$ cat config.mk
export PLATFORM = sky130hd
export DESIGN_NAME = refresh_engine
export DESIGN_NICKNAME = d
export VERILOG_FILES = /design/src/rtl/refr_pkg.sv /design/src/rtl/refr_strobe_sampler.sv /design/src/rtl/refr_tick_timer.sv /design/src/rtl/refr_row_counter.sv /design/src/rtl/refresh_engine.sv
export SDC_FILE = /design/constraint.sdc
export NUM_CORES = 1
export LEC_CHECK = 0
export ABC_AREA = 1
export BUFFER_PORTS_ARGS = -buffer_cell sky130_fd_sc_hd__buf_2
export CORE_AREA = 2 2 60 118
export DETAILED_ROUTE_END_ITERATION = 16
export DIE_AREA = 0 0 62 120
export PLACE_DENSITY = 0.78
export SYNTH_ARGS = -nofsm -noshare
export SYNTH_HDL_FRONTEND = slang
export SYNTH_HIERARCHICAL = 1
export SYNTH_SLANG_ARGS = --single-unit
export TNS_END_PERCENT = 50
$ cat constraint.sdc
create_clock -name clk -period 3.9 [get_ports clk]
set_input_delay 0.195 -clock clk [delete_from_list [all_inputs] [get_ports clk]]
set_output_delay 0.195 -clock clk [all_outputs]
set_load 0.01 [all_outputs]
$ cat src/rtl/refr_pkg.sv
package refr_pkg;
  typedef enum logic [2:0] {
    ST_IDLE,
    ST_RO_PEND,
    ST_ACCESS,
    ST_CBR_HOLD,
    ST_CBR_LOW,
    ST_SELF,
    ST_PRECHG
  } refr_state_t;
endpackage

$ cat src/rtl/refr_strobe_sampler.sv
module refr_strobe_sampler #(
  parameter int AW = 11
) (
  input  logic          clk,
  input  logic          rst,
  input  logic          ras_n,
  input  logic          cas_n,
  input  logic          we_n,
  input  logic [AW-1:0] addr,
  output logic          ras_s,
  output logic          cas_s,
  output logic          we_s,
  output logic [AW-1:0] addr_s,
  output logic          ras_fall,
  output logic          ras_rise
);
  logic ras_prev;

  always_ff @(posedge clk) begin
    if (rst) begin
      ras_s    <= 1'b1;
      cas_s    <= 1'b1;
      we_s     <= 1'b1;
      ras_prev <= 1'b1;
      addr_s   <= '0;
    end else begin
      ras_s    <= ras_n;
      cas_s    <= cas_n;
      we_s     <= we_n;
      ras_prev <= ras_s;
      addr_s   <= addr;
    end
  end

  assign ras_fall = ras_prev & ~ras_s;
  assign ras_rise = ~ras_prev & ras_s;
endmodule

$ cat src/rtl/refr_tick_timer.sv
module refr_tick_timer #(
  parameter int LIMIT = 16
) (
  input  logic clk,
  input  logic rst,
  input  logic clr,
  input  logic en,
  output logic done
);
  localparam int CW = (LIMIT > 1) ? $clog2(LIMIT) : 1;
  localparam logic [CW-1:0] LAST = CW'(LIMIT - 1);

  logic [CW-1:0] count;

  assign done = en && (count == LAST);

  always_ff @(posedge clk) begin
    if (rst || clr) begin
      count <= '0;
    end else if (en) begin
      if (count == LAST) count <= '0;
      else               count <= count + 1'b1;
    end
  end
endmodule

$ cat src/rtl/refr_row_counter.sv
module refr_row_counter #(
  parameter int W = 11
) (
  input  logic         clk,
  input  logic         rst,
  input  logic         inc,
  output logic [W-1:0] count
);
  always_ff @(posedge clk) begin
    if (rst)      count <= '0;
    else if (inc) count <= count + 1'b1;
  end
endmodule

$ cat src/rtl/refresh_engine.sv
module refresh_engine
  import refr_pkg::*;
#(
  parameter int ROW_BITS          = 11,
  parameter int WE_HOLD_TICKS     = 1,
  parameter int SR_ENTRY_TICKS    = 10000,
  parameter int SR_INTERVAL_TICKS = 6250,
  parameter int SR_PRECHG_TICKS   = 11
) (
  input  logic                clk,
  input  logic                rst,
  input  logic                ras_n,
  input  logic                cas_n,
  input  logic                we_n,
  input  logic [ROW_BITS-1:0] addr,
  output logic                refresh_stb,
  output logic [ROW_BITS-1:0] refresh_row,
  output logic                row_src_counter,
  output logic                self_refresh
);
  logic                ras_s, cas_s, we_s, ras_fall, ras_rise;
  logic [ROW_BITS-1:0] addr_s;
  logic [ROW_BITS-1:0] ctr_val;
  logic [ROW_BITS-1:0] ro_row_q;
  refr_state_t         state_q, state_d;
  logic                issue_ctr, issue_pin;
  logic                hold_done, entry_done, tick_done, prechg_done;
  logic                in_cbr, in_self, in_prechg;

  refr_strobe_sampler #(.AW(ROW_BITS)) sampler_i (
    .clk(clk), .rst(rst), .ras_n(ras_n), .cas_n(cas_n), .we_n(we_n),
    .addr(addr), .ras_s(ras_s), .cas_s(cas_s), .we_s(we_s),
    .addr_s(addr_s), .ras_fall(ras_fall), .ras_rise(ras_rise)
  );

  refr_row_counter #(.W(ROW_BITS)) counter_i (
    .clk(clk), .rst(rst), .inc(issue_ctr), .count(ctr_val)
  );

  assign in_cbr    = (state_q == ST_CBR_HOLD) || (state_q == ST_CBR_LOW);
  assign in_self   = (state_q == ST_SELF);
  assign in_prechg = (state_q == ST_PRECHG);

  refr_tick_timer #(.LIMIT(WE_HOLD_TICKS)) hold_tmr_i (
    .clk(clk), .rst(rst), .clr(ras_fall),
    .en(state_q == ST_CBR_HOLD), .done(hold_done)
  );

  refr_tick_timer #(.LIMIT(SR_ENTRY_TICKS)) entry_tmr_i (
    .clk(clk), .rst(rst), .clr(ras_fall), .en(in_cbr), .done(entry_done)
  );

  refr_tick_timer #(.LIMIT(SR_INTERVAL_TICKS)) tick_tmr_i (
    .clk(clk), .rst(rst), .clr(!in_self), .en(in_self), .done(tick_done)
  );

  refr_tick_timer #(.LIMIT(SR_PRECHG_TICKS)) prechg_tmr_i (
    .clk(clk), .rst(rst), .clr(!in_prechg), .en(in_prechg), .done(prechg_done)
  );

  always_comb begin
    state_d   = state_q;
    issue_ctr = 1'b0;
    issue_pin = 1'b0;
    unique case (state_q)
      ST_IDLE: begin
        if (ras_fall) begin
          if (cas_s)     state_d = ST_RO_PEND;
          else if (we_s) state_d = ST_CBR_HOLD;
          else           state_d = ST_ACCESS;
        end
      end
      ST_RO_PEND: begin
        if (ras_rise) begin
          issue_pin = 1'b1;
          state_d   = ST_IDLE;
        end else if (!cas_s) begin
          state_d = ST_ACCESS;
        end
      end
      ST_ACCESS: begin
        if (ras_rise) state_d = ST_IDLE;
      end
      ST_CBR_HOLD: begin
        if (ras_rise) begin
          state_d = ST_IDLE;
        end else if (!we_s) begin
          state_d = ST_ACCESS;
        end else if (hold_done) begin
          issue_ctr = 1'b1;
          state_d   = ST_CBR_LOW;
        end
      end
      ST_CBR_LOW: begin
        if (ras_rise)        state_d = ST_IDLE;
        else if (entry_done) state_d = ST_SELF;
      end
      ST_SELF: begin
        if (ras_rise) begin
          state_d = ST_PRECHG;
        end else if (tick_done) begin
          issue_ctr = 1'b1;
        end
      end
      ST_PRECHG: begin
        if (prechg_done) state_d = ST_IDLE;
      end
      default: state_d = ST_IDLE;
    endcase
  end

  always_ff @(posedge clk) begin
    if (rst) begin
      state_q         <= ST_IDLE;
      ro_row_q        <= '0;
      refresh_stb     <= 1'b0;
      refresh_row     <= '0;
      row_src_counter <= 1'b0;
      self_refresh    <= 1'b0;
    end else begin
      state_q      <= state_d;
      refresh_stb  <= issue_ctr | issue_pin;
      self_refresh <= (state_d == ST_SELF);
      if ((state_q == ST_IDLE) && ras_fall && cas_s) ro_row_q <= addr_s;
      if (issue_ctr) begin
        refresh_row     <= ctr_val;
        row_src_counter <= 1'b1;
      end else if (issue_pin) begin
        refresh_row     <= ro_row_q;
        row_src_counter <= 1'b0;
      end
    end
  end
endmodule

-- Word-level counts from Yosys, hierarchy flattened
Index checks and enable logic that the tools add are counted.
- RAM bits: 0
- flip-flop bits (word level): 86
- memories: 0
- output and inout bits: 14
- bits in latches: 0
- bits in read-only memories: 0
- reduce and logical (&&, ||, !) cells: 14
- div/mod/pow operators: 0
- add/sub/neg operators: 5
- $mul: 0
- $lt $le $gt $ge: 0
- equal/unequal tests: 10
- multiplexer cells: 30
- shift operators: 0
- bitwise gates (word level): 6
- operators with widths (kind ; number):
    two-way mux 3 bit ; 11
    two-way mux 11 bit ; 2
    one-hot mux 3 bit (7 select lines) ; 1
    adder 14 x 1 -> 14 bit, second input constant ; 1
    == test 14 bit, second input constant ; 1
    two-way mux 14 bit ; 1
    adder 13 x 1 -> 13 bit, second input constant ; 1
    == test 13 bit, second input constant ; 1
    two-way mux 13 bit ; 1
    == test 3 bit, second input constant ; 4
    adder 11 x 1 -> 11 bit, second input constant ; 1
    two-way mux 1 bit ; 11
    == test 3 x 2 -> 1 bit, second input constant ; 2
    logical AND 1 bit ; 6
    adder 4 x 1 -> 4 bit, second input constant ; 1
    == test 4 bit, second input constant ; 1
    logical OR 1 bit ; 4
    two-way mux 4 bit ; 1
    == test 3 x 1 -> 1 bit, second input constant ; 1
    zero test 3 bit ; 1
    inverter 1 bit ; 3
    bitwise AND 1 bit ; 2
    zero test 1 bit ; 2
    two-way mux 2 bit ; 1
    other kinds (4) ; 4

-- Longest topological paths before layout
- depth after elaboration: 7
- mapped depth: 19
- mapped depth without buffers: 17

-- Cells and area by module
Netlist, hierarchy kept.
- modules (own cells, without submodules) (module ; times used ; cells an instance ; area each (µm²) ; seq. area each (µm²)):
    refresh_engine ; 1 ; 215 ; 1337.5 ; 560.5
    refr_tick_timer at entry_tmr_i ; 1 ; 120 ; 805.8 ; 280.3
    refr_tick_timer at tick_tmr_i ; 1 ; 104 ; 724.4 ; 260.2
    refr_row_counter ; 1 ; 75 ; 539.3 ; 220.2
    refr_strobe_sampler ; 1 ; 50 ; 439.2 ; 300.3
    refr_tick_timer at prechg_tmr_i ; 1 ; 32 ; 202.7 ; 80.1
    refr_tick_timer at hold_tmr_i ; 1 ; 1 ; 7.5 ; 0.0

-- Worst setup path before layout
No wires, ideal clock.
- kind: reg-to-reg
- start: reg state_q[0]
- end: reg counter_i.count[9]
- data required time: 3786 ps
- stages on the path, launching flop included: 20
- arrival: 2041 ps
- period minus slack after synthesis: 2155 ps
- path slack: 1745 ps
- cell sequence: dfxtp_1 -> inv_2 -> nor2_2 -> nand2_1 -> inv_1 -> nand4_1 -> nor2_1 -> nand2_2 -> inv_2 -> inv_1 -> nor2_1 -> nand3_1 -> nand2_2 -> buf_4 -> buf_6 -> nand2_1 -> nor2_2 -> nand3_1 -> nand2_1 -> nor2_1
- elaborated cells between the ends (all ways): 10
- classes of those cells: 2 x eq/ne; 6 x mux; 2 x reduce/logical
- RTL lines (element ; line ; source):
    start: declaration ; refresh_engine.sv:25 ; refr_state_t state_q, state_d;
    start signal: assignment ; refresh_engine.sv:121 ; state_q <= state_d;
    == test 3 bit ; refresh_engine.sv:41 ; assign in_self = (state_q == ST_SELF);
    net in_self ; refresh_engine.sv:28 ; logic in_cbr, in_self, in_prechg;
    logical AND 1 bit ; refr_tick_timer.sv:15 ; assign done = en && (count == LAST);
    net tick_done ; refresh_engine.sv:27 ; logic hold_done, entry_done, tick_done, prechg_done;
    two-way mux 1 bit ; refresh_engine.sv:101 ; end else if (tick_done) begin
    two-way mux 1 bit ; refresh_engine.sv:99 ; if (ras_rise) begin
    one-hot mux 1 bit (2 select lines) ; refresh_engine.sv:65 ; unique case (state_q)
    net issue_ctr ; refresh_engine.sv:26 ; logic issue_ctr, issue_pin;
    end signal: assignment ; refr_row_counter.sv:11 ; else if (inc) count <= count + 1'b1;
    end: declaration ; refr_row_counter.sv:7 ; output logic [W-1:0] count
The timed path passes the listed nets, and every way through them passes these cells.
A chain may end at the register's enable or synchronous reset.

-- Worst setup path in the final report
- start: reg state_q[0]
- end: reg counter_i.count[10]
- elaborated cells between the ends (all ways): 10
- classes of those cells: 2 x eq/ne; 6 x mux; 2 x reduce/logical
- RTL lines (element ; line):
    == test 3 bit ; refresh_engine.sv:41
    net in_self ; refresh_engine.sv:28
    logical AND 1 bit ; refr_tick_timer.sv:15
    net tick_done ; refresh_engine.sv:27
    two-way mux 1 bit ; refresh_engine.sv:101
    two-way mux 1 bit ; refresh_engine.sv:99
    one-hot mux 1 bit (2 select lines) ; refresh_engine.sv:65
The timed path passes the listed nets, and every way through them passes these cells.

==> summary.md <==
| Metric | Value |
|---|---|
| Status | finished clean |
| Clock skew | 0.007486 ns |
| Vias in the first global route | 3407 |
| Placer Congestion | 0.9185 |
| Final period util | 0.7275 |
| Total Power | 2.026 mW |
| Chip width | 62 µm |
| VDD IR max | 300.6 µV |
| Synth Area in Compound Gates | 0.07434 |
| Total wire length | 8425 µm |
| CP Capture Point | counter_i/count[10] |
| R2R depth | 17 |
| Synthesis-stage register bit count | 85 |
| Type of destination of the critical path | flop |
| Area growth syn-to-layout | 13.51% |
| Remaining Overflow, GRT | 0 |
| Seq/Total Area, Yosys | 0.4195 |
| Share of layout cells above drive strength 1 | 0.1304 |
| Cts repair resizes | 0 |
| CTS buffer count | 9 |
| Most frequent cell after synthesis | nor2_1 |
| WL/cell | 11.75 µm |
| Post-route ant nets | 0 |
| Clk slew on worst S/H paths | 0.06 ns |
| Leakage Power | 2.046 nW |
| Synth top area share | 0.4195 |
| Num ports | 30 |
| Post-DP HPWL | 6087 µm |
| Final nets | 645 |
| Top delay family on crit path | simple AND/OR/NAND/NOR gates |
| TritonCTS clock tree | built |
| Combinational family with the most area after synthesis | simple AND/OR/NAND/NOR gates |
| 1st-iter DRT viols | 358 |
| Worst setup SP type | flop |
| Mapped cell area | 4056 µm² |
| RR Startpoint | state_q[0] |
| Final hold vios | 0 |
| CP Max Fanout | 23 |
| Crit path cell chain | inv_2 -> nor2_2 -> nand2_1 -> inv_1 -> nand4_1 -> nor2_1 -> nand2_2 -> inv_2 -> inv_1 -> nor2_1 -> nand3_1 -> nand2_2 -> nand3_1 -> nor2_1 -> nand3_1 -> nand2_1 -> nor2_1 |
| Core ar. | 6569 µm² |
| Critical Path Start | state_q[0] |
| DRT Pass-1 Iters | 7 |
| Xor and xnor fraction of the mapped netlist area | 0.01727 |
| Clock Latency Late Sink | 0.34 ns |
| Setup_tns | 0 ns |
| Largest net degree at the start of global routing | 33 |
| CTS Sinks | 85 |
| Worst hold path type | in2reg |
| Post-CTS setup repair buffer count | 0 |
| Die area | 7440 µm² |
| PD cells | 440.1 nW/µm² |
| Ranking of synthesized cells by area | dfxtp_1 42%, nor2_1 12%, nand2_1 11%, inv_1 7.6%, nand3_1 4.2% |
| Number of cells on the critical path | 17 |
| # diodes | 0 |
| Syn avg cell area | 6.795 µm² |
| R2R Setup Slk | 1.06 ns |
| Hold_buf cts | 0 |
| Synth Area in Adders | 0.01542 |
| Max incr delay on CP | 0.43 ns |
| Most frequent CP cell | nor2_1 |
| Tmin final | 2.837 ns |
| Synth Area in Simple Gates | 0.3637 |
| Initial antenna violation count | 0 |
| Tot GR Track Use | 0.2547 |
| Critical Path RT | 4.13 ns |
| Worst Tran Pin Value | 0.7128 ns |
| WS Path Type | reg2reg |
| Synth area leader | dfxtp_1 |
| Post-Synthesis Cells | 597 |
| F_max | 352.4 MHz |
| Crit path DAT | 3.07 ns |
| Vias/cell | 5.042 |
| Unrepaired setup endpoints after global routing | false |
| Post-synthesis net count | 618 |
| Count of cell types in the netlist | 31 |
| Slew Limit Headroom | 0.5234 |
| Wire length of the first global-routing pass | 14290 µm |
| Site Rows | 42 |
| CTS root buf | clkbuf_16 |
| Drt drc | 0 |
| CTS max path bufs | 2 |
| Post-synth EDFFs | 0 |
| FF-to-FF End | counter_i/count[10] |
| Max Slew Vio Count | 0 |
| Total number of vias | 3615 |
| Initial Util | 0.6175 |
| Crit path buf inv count | 4 |
| Commonest cells post-synth | 132 x nor2_1, 122 x nand2_1, 85 x dfxtp_1, 82 x inv_1, 34 x nand3_1 |
| YS warnings | 6 |
| Mux cell area share after synthesis | 0 |
| Vert. Die Dim | 120 µm |
| H-tree depth | 3 |
| Final setup fails | 0 |
| Max_cap viols | 0 |
| Ys flop type | dfxtp_1 |
| Slowest stage cell, crit path | dfxtp_1 |
| IO buf count | 29 |
| Asr flop ratio synth | 0 |
| WHS | 0.03699 ns |
==> cell usage in the layout (no fill, tap or decap), types with 2 or more instances in the layout <==
master	netlist	final
a21oi_1	30	30
nor2_1	132	132
nor2_2	8	8
clkinv_1	3	3
nand2_4	3	3
clkbuf_8	0	2
a31oi_1	3	3
inv_2	8	8
dfxtp_1	85	85
inv_1	82	82
nand2_1	122	122
nand2_2	6	6
clkbuf_16	0	9
nand3b_1	2	2
nor3_1	6	6
nor2_4	6	6
o21ai_0	19	19
xnor2_1	4	4
nand3_1	34	34
ha_1	5	5
buf_2	2	29
nand4_1	13	13
o21bai_1	2	2
xor2_1	4	4
a21oi_2	2	2
bufinv_16	0	4
==> kinds of logic after synthesis <==
kind of cell / count (synthesis)
flops: 85
simple gates: 335
compound gates: 57
fa+ha+maj: 5
buf+inv: 107
xor+xnor: 8
==> cell type report <==
cell class              instances  area (µm²)
fillers                       567        1964
well taps                      88       110.1
inverters                      93       349.1
flip-flops and latches         85        1702
repair buffers                 30       152.6
multi-input cells             405        1909
clock buffers                  11       252.7
clock inverters                 5       128.9
==> state kept, by name (all words and copies together), names as in the netlist, 3 cells and up <==
| name | cells |
|---|---|
| tick_tmr_i/count | 13 |
| state_q | 3 |
| refresh_row | 11 |
| sampler_i/addr_s | 11 |
| counter_i/count | 11 |
| ro_row_q | 11 |
| entry_tmr_i/count | 14 |
| prechg_tmr_i/count | 4 |
==> per-stage QoR <==
stage | util | area [µm²] | instances | worst slack [ns]
4_1_cts | 0.7010 | 4604 | 717 | 1.088
2_1_floorplan | - | 4056 | 597 | 1.745
3_3_place_gp | 0.6429 | 4223 | 701 | 1.282
3_5_place_dp | 0.6429 | 4223 | 701 | 1.076
5_1_grt | 0.7010 | 4604 | 717 | 0.6783
6_report | 0.7010 | 4604 | 717 | 1.063
==> per-layer routing <==
metal,GRT usage,wire length (µm),part of all wire,vias up
li1,-,-,-,1895
met1,0.2631,3269,0.39,1617
met2,0.4453,4678,0.56,79
met3,0.06897,229,0.027,24
met4,0.1184,246,0.029,0
met5,0,0,0,-
==> power by group <==
group | leakage, nW | switching (mW) | internal (mW)
Clock | 0.186 | 0.337 | 0.728
Sequential | 0.690 | 0.00956 | 0.887
Combinational | 1.17 | 0.0429 | 0.0222
==> worst reg2reg max path, stage by stage, from the launching register on <==
cell and delay (ns):
dfxtp_1 0.43, inv_2 0.09, nor2_2 0.17, nand2_1 0.13, inv_1 0.27, nand4_1 0.14, nor2_1 0.16, nand2_2 0.13
inv_2 0.06, inv_1 0.03, nor2_1 0.07, nand3_1 0.11, nand2_2 0.35, nand3_1 0.20, nor2_1 0.17, nand3_1 0.10
nand2_1 0.08, nor2_1 0.05
==> worst min-delay path by stage <==
stage / from / end / slack (ns) / cells past startpoint
after floorplan: rst / sampler_i/addr_s[10] / 0.27 / 1
after global placement: ras_n / sampler_i/ras_s / 0.38 / 3
after detailed placement: ras_n / sampler_i/ras_s / 0.38 / 3
after CTS: ras_n / sampler_i/ras_s / 0.02 / 3
after global routing: we_n / sampler_i/we_s / 0.04 / 3
final: ras_n / sampler_i/ras_s / 0.04 / 3
Power figures use the tool's default switching activity.
